===== src/rtl/cobs_stream_encoder.sv =====
module cobs_stream_encoder (
  input  logic       clk,
  input  logic       rst,
  input  logic [7:0] in_data,
  input  logic       in_valid,
  input  logic       in_last,
  output logic       in_ready,
  output logic [7:0] out_data,
  output logic       out_valid,
  output logic       out_last,
  input  logic       out_ready
);
  localparam int GROUP_MAX = 254;
  localparam logic [7:0] LAST_SLOT = 8'(GROUP_MAX - 1);

  typedef enum logic [1:0] {S_TAKE, S_CODE, S_DATA, S_DELIM} state_t;

  state_t     state;
  logic [7:0] seg [GROUP_MAX];
  logic [7:0] cnt;
  logic [7:0] rd;
  logic       open;
  logic       fin;

  wire take = in_valid && in_ready;
  wire give = out_valid && out_ready;
  wire group_done = give && ((state == S_CODE && cnt == 8'd0) ||
                             (state == S_DATA && rd == cnt - 8'd1));

  assign in_ready  = (state == S_TAKE);
  assign out_valid = (state != S_TAKE);
  assign out_last  = (state == S_DELIM);
  assign out_data  = (state == S_CODE) ? cnt + 8'd1 :
                     (state == S_DATA) ? seg[rd] : 8'd0;

  always_ff @(posedge clk)
    if (take && in_data != 8'd0) seg[cnt] <= in_data;

  always_ff @(posedge clk) begin
    if (rst) begin
      state <= S_TAKE;
      cnt   <= 8'd0;
      rd    <= 8'd0;
      open  <= 1'b1;
      fin   <= 1'b0;
    end else begin
      case (state)
        S_TAKE: if (take) begin
          fin <= in_last;
          if (in_data == 8'd0) begin
            open  <= 1'b1;
            state <= S_CODE;
          end else begin
            cnt <= cnt + 8'd1;
            if (cnt == LAST_SLOT || in_last) begin
              open  <= 1'b0;
              state <= S_CODE;
            end
          end
        end
        S_CODE: if (give) begin
          rd <= 8'd0;
          if (cnt != 8'd0) state <= S_DATA;
        end
        S_DATA: if (give) rd <= rd + 8'd1;
        S_DELIM: if (give) begin
          state <= S_TAKE;
          open  <= 1'b1;
          fin   <= 1'b0;
        end
        default: state <= S_TAKE;
      endcase
      if (group_done) begin
        cnt <= 8'd0;
        if (!fin) state <= S_TAKE;
        else if (open) begin
          open  <= 1'b0;
          state <= S_CODE;
        end else state <= S_DELIM;
      end
    end
  end
endmodule


===== config.mk =====
export PLATFORM = sky130hd
export DESIGN_NAME = cobs_stream_encoder
export DESIGN_NICKNAME = d
export VERILOG_FILES = /design/src/rtl/cobs_stream_encoder.sv
export SDC_FILE = /design/constraint.sdc
export NUM_CORES = 2
export LEC_CHECK = 0
export ABC_AREA = 1
export ABC_CLOCK_PERIOD_IN_PS = 5500
export CORE_ASPECT_RATIO = 1.5
export CORE_MARGIN = 5
export CORE_UTILIZATION = 60
export CTS_BUF_LIST = sky130_fd_sc_hd__clkbuf_4
export CTS_CLUSTER_DIAMETER = 120
export CTS_CLUSTER_SIZE = 12
export DETAILED_ROUTE_END_ITERATION = 10
export GPL_TIMING_DRIVEN = 1
export HOLD_SLACK_MARGIN = 0.1
export PLACE_DENSITY = 0.76
export SETUP_SLACK_MARGIN = 0.15
export SYNTH_ARGS = -nofsm -noshare
export SYNTH_HDL_FRONTEND = slang
export SYNTH_SLANG_ARGS = --single-unit
export TNS_END_PERCENT = 10

===== constraint.sdc =====
create_clock -name clk -period 5.5 [get_ports clk]
set_input_delay 0.55 -clock clk [delete_from_list [all_inputs] [get_ports clk]]
set_output_delay 0.55 -clock clk [all_outputs]
set_load 0.05 [all_outputs]

After elaboration in Yosys (flattened, before gate mapping)
Memory sizes are Yosys's and may differ from the RTL's. A register that Yosys moved wholly into a read port is not among the register bits. Index checks and enable logic that the tools add are counted.

Bits of input ports: 13. Register bits: 20. Output and inout port bits: 11. RAM bits: 2032. Memories kept: 1.

Bitwise logic cells: 1. Equal/unequal tests: 14. Add/subtract/negate cells: 3. Mux-type cells: 30. Reduce and logical (&&, ||, !) cells: 22.

Memory list: seg (depth 254, bits a word 8, rd ports 1, clocked after memory_dff 1, write ports 1, line 19) `logic [7:0] seg [GROUP_MAX];`.

Operators by type and width (count): $mux 8 (6); $mux 2 (9); $add 8x1->8 const B (2); $logic_not 8->1 (2); $pmux 8 s2 (1); $reduce_bool 8->1 (2); $mux 1 (11); $reduce_and 3->1 (3); $eq 8x8->1 (1); $eq 8x8->1 const B (1); $sub 8x1->8 const B (1); $logic_and 1x1->1 (6); $ne 3x1->1 const B (2); $pmux 2 s3 (1); $reduce_and 6->1 (1); $reduce_bool 2->1 (3); $eq 2x2->1 const B (2); $ne 2x1->1 const B (2); $ne 2x2->1 const B (2); $ne 4x1->1 const B (1); $pmux 1 s2 (2); $reduce_bool 4->1 (1); $ne 3x2->1 const B (1); $ne 3x3->1 const B (1); other kinds (5) (6).

Logic depth before layout (Yosys ltp)
Depth in word-level cells: 9. Gate-level depth with buffers: 18. Mapped depth without buffers: 15.

Least setup slack after synthesis
No wires, ideal clock.

Path kind: flip-flop to flip-flop. Start: reg state[0]. End: mem seg[223][0] (enable). Setup time: 395 ps. Cell stages (with the launch flop): 8. Clock period less this slack: 2913 ps. Setup slack: 2587 ps. Path buffers: 1. Arrival: 2518 ps. Path through: dfxtp_1 inv_1 ha_1 nand2_1 nor2_2 buf_2 nand2_1 nor4_1.

Word-level cells in the longest chain between the ends: 5.

Ends and longest elaborated chain: start, declared (line 18) `state_t state;`; start signal, assigned (line 41) `state <= S_TAKE;`; start signal, assigned (line 52) `state <= S_CODE;`; start signal, assigned (line 57) `state <= S_CODE;`; $logic_not 2->1 (line 30) `assign in_ready = (state == S_TAKE);`; via in_ready (line 7) `output logic in_ready,`; $logic_and 1x1->1 (line 25) `wire take = in_valid && in_ready;`; $logic_and 1x1->1 (line 37) `if (take && in_data != 8'd0) seg[cnt] <= in_data;`; $mux 1 (line 37); $mux 1 (implied by the code) (line 37); end, declared (line 19).

The timed path passes the listed nets, and every way through them passes these cells.

==> run metrics <==
status finished, final reports clean; Synth-to-Final Area Change 3.91%; headroom to the max-slew limit 0.218; Post-DRT Antenna Nets 0; Critical Path Max Stage Delay between 0.7 and 0.8 ns; Commonest cells post-synth 2353 x nand2_1, 2032 x edfxtp_1, 1912 x nand3_1; IO Port Bufs 23; Worst Tran Pin Value 1.17 ns; Starting DRT DRC Count ~7900; Req. time, crit path a little under 5 ns; Num CTS Buffers ~190; Die H approximately 470 um; Critical Path Sink Type output port; Final setup violation count 0; Syn Nets approximately 7300; vias in the first global route roughly 54000; crit path launch type register; Max Clock Freq roughly 190 MHz; share of cells above drive strength 1 0.0516; CP max FO 146; CTS tree done; syn avg cell area about 12 um2; worst-case clock skew around 0.072 ns; Clock Sinks 2060; Post-Synthesis Cells roughly 7300; CP max stage cell dfxtp_4; Tmin final 5.21 ns; dpl ws around 1.3 ns; DP HPWL between 100000 and 150000 um; clock transition at the registers of the reported paths approximately 0.15 ns; Synth top area share 0.721; Worst VDD drop between 0.15 and 0.2 mV; Post-synth ARST share 0; Leak ~30 nW; fin cells just over 9000; PD cells about 300 nW/um2; via count approximately 56000; critical-path cell list buf_12 -> nand3_1 -> nand3_1 -> nand3_1 -> nand2_1 -> nand2_1 -> nand2_1 -> nand2_1 -> nand3_1 -> nand3_1 -> nand2_1 -> buf_12; initial core utilization 0.605; All-Layer GR Usage 0.295; Synth Register Bits 2060; clk root buf clkbuf_4; Final #Nets around 7200; Buf/Inv on CP 2; fin. max-slew vios 0; fin crit share 0.948; total negative slack 0 ns; Crit Path Category reg2out; Yosys warning count 0; final hold vios 0; Final Worst Setup Slack around 0.29 ns; library cells used by synthesis 30; most instantiated library cell after synthesis nand2_1; die area ~150000 um2; Die X around 320 um; placed cell count approximately 9000; I/O Pins 24; post-synth top area cell edfxtp_1; EDFF count, synth slightly above 2000; routability cong. 0.942; Pre-antenna DRT Iters 6; unrepaired setup endpoints after global routing no; synthesized cell area roughly 85000 um2; DRC violations left 0; Clock Path Buffers 3; largest net degree at the start of global routing approximately 230; Primary FF master, synth edfxtp_1; clk_lat worst skew around 1.3 ns; CP Data Arrival Time approximately 4.7 ns; site row count 168; sequential share of the synthesized area 0.728; first-pass GRT wire length 331000 um; initial antenna violation count 4; cell family with most CP delay simple AND/OR/NAND/NOR gates; vias per inst around 6.2; residual overflow from global routing 0; Max Cap Viol 0; drt total wl between 200000 and 250000 um; post-DR wirelength/cell approximately 25 um; top post-synthesis cells by area edfxtp_1 72%, nand3_1 11%, nand2_1 10%; core area about 140000 um2; Hold Crit Class in2reg; H-tree levels 4
[routing by layer]
layer	track usage	wire, um	vias to the layer above
li1	-	-	25200
met1	0.377	77200	26900
met2	0.479	109000	3489
met3	0.0513	22100	716
met4	0.172	15200	0
met5	0	0	-
[metrics by stage]
stage               instance area [um2]  hold slack [ns]  total power, mW  utilization
floorplan                         84600            0.438             18.9            -
global placement                  86000            0.461             19.8        0.614
detailed placement                86000            0.471             19.9        0.614
CTS                               87800            0.107             26.0        0.627
global route                      87900            0.135             26.8        0.628
finish                            87900            0.235             26.0        0.628
[power by group]
group	switching (mW)	internal (mW)
logic	1.75	0.567
registers	0.0275	17.3
clock network	4.52	1.87
[worst paths after layout]
| check | startpoint | endpoint | slack [ns] | cells past startpoint |
|---|---|---|---|---|
| worst max register to register | state[1]$_SDFFE_PP0P_ | seg[103][5]$_DFFE_PP_ | 1.62 | 6 |
| worst min register to register | rd[3]$_SDFFE_PP0P_ | register | 0.51 | 2 |
| worst max-delay path | register | out_data[0] | 0.29 | 12 |
| worst min-delay path | out_ready | register | 0.23 | 5 |
[state kept, by name (all words and copies together), names as in the netlist, named ones only]
| register | flops |
|---|---|
| state | 2 |
| fin | 1 |
| rd | 8 |
| cnt | 8 |
| seg | 2032 |
| open | 1 |
[repair_timing]
item                       in CTS  in global routing
hold buffers                   10                  0
hold endpoints to repair      694                  0
cloned                          1                  1
resized for setup               0                  3
setup endpoints to repair       6                  8
buffers inserted                1                  6
[cell families after synthesis]
| kind of cell | count (synthesis) | share of synthesized area |
|---|---|---|
| AO/OA/AOI/OAI | 43 | 0.00263 |
| XOR/XNOR | 19 | 0.00197 |
| adder cells (fa/ha/maj) | 10 | 0.00148 |
| buffers and inverters | 574 | 0.0339 |
| flip-flops | 2060 | 0.728 |
| AND/OR/NAND/NOR | 4590 | 0.232 |
[area by class of cell]
type,instances,area (um2)
clock inverter,6,78.8
fill,10600,52100
timing repair inverter,1,8.76
antenna,14,35.0
clock buffer,214,1610
inverter,89,373
sequential,2060,61600
tap,1870,2340
multi-input combinational,4662,20200
timing repair buffer,141,1700
[worst reg2reg max path, cell delays in order (launching register included)]
cell and delay [ns]:
dfxtp_1 0.36, inv_1 0.11, ha_1 0.43, nand2_1 0.18, nor2_4 0.41, nand3_1 0.93, nor2_1 1.10
[cell usage in the layout (no fill, tap or decap), types with 6 or more instances in the layout]
cell type / Yosys / routed
xnor2_1: 6 / 6
buf_12: 0 / 39
diode_2: 0 / 14
nand3_1: 1912 / 1911
edfxtp_1: 2032 / 2032
clkdlybuf4s50_1: 0 / 7
a21oi_1: 29 / 29
nor2_1: 305 / 305
buf_4: 75 / 73
clkbuf_4: 0 / 214
nand2_1: 2353 / 2349
buf_8: 0 / 9
dlygate4sd3_1: 0 / 10
xor2_1: 13 / 13
inv_1: 81 / 80
dfxtp_1: 28 / 23
o21ai_0: 10 / 10
ha_1: 10 / 10
No activity file was read; power rests on OpenSTA's default activity.
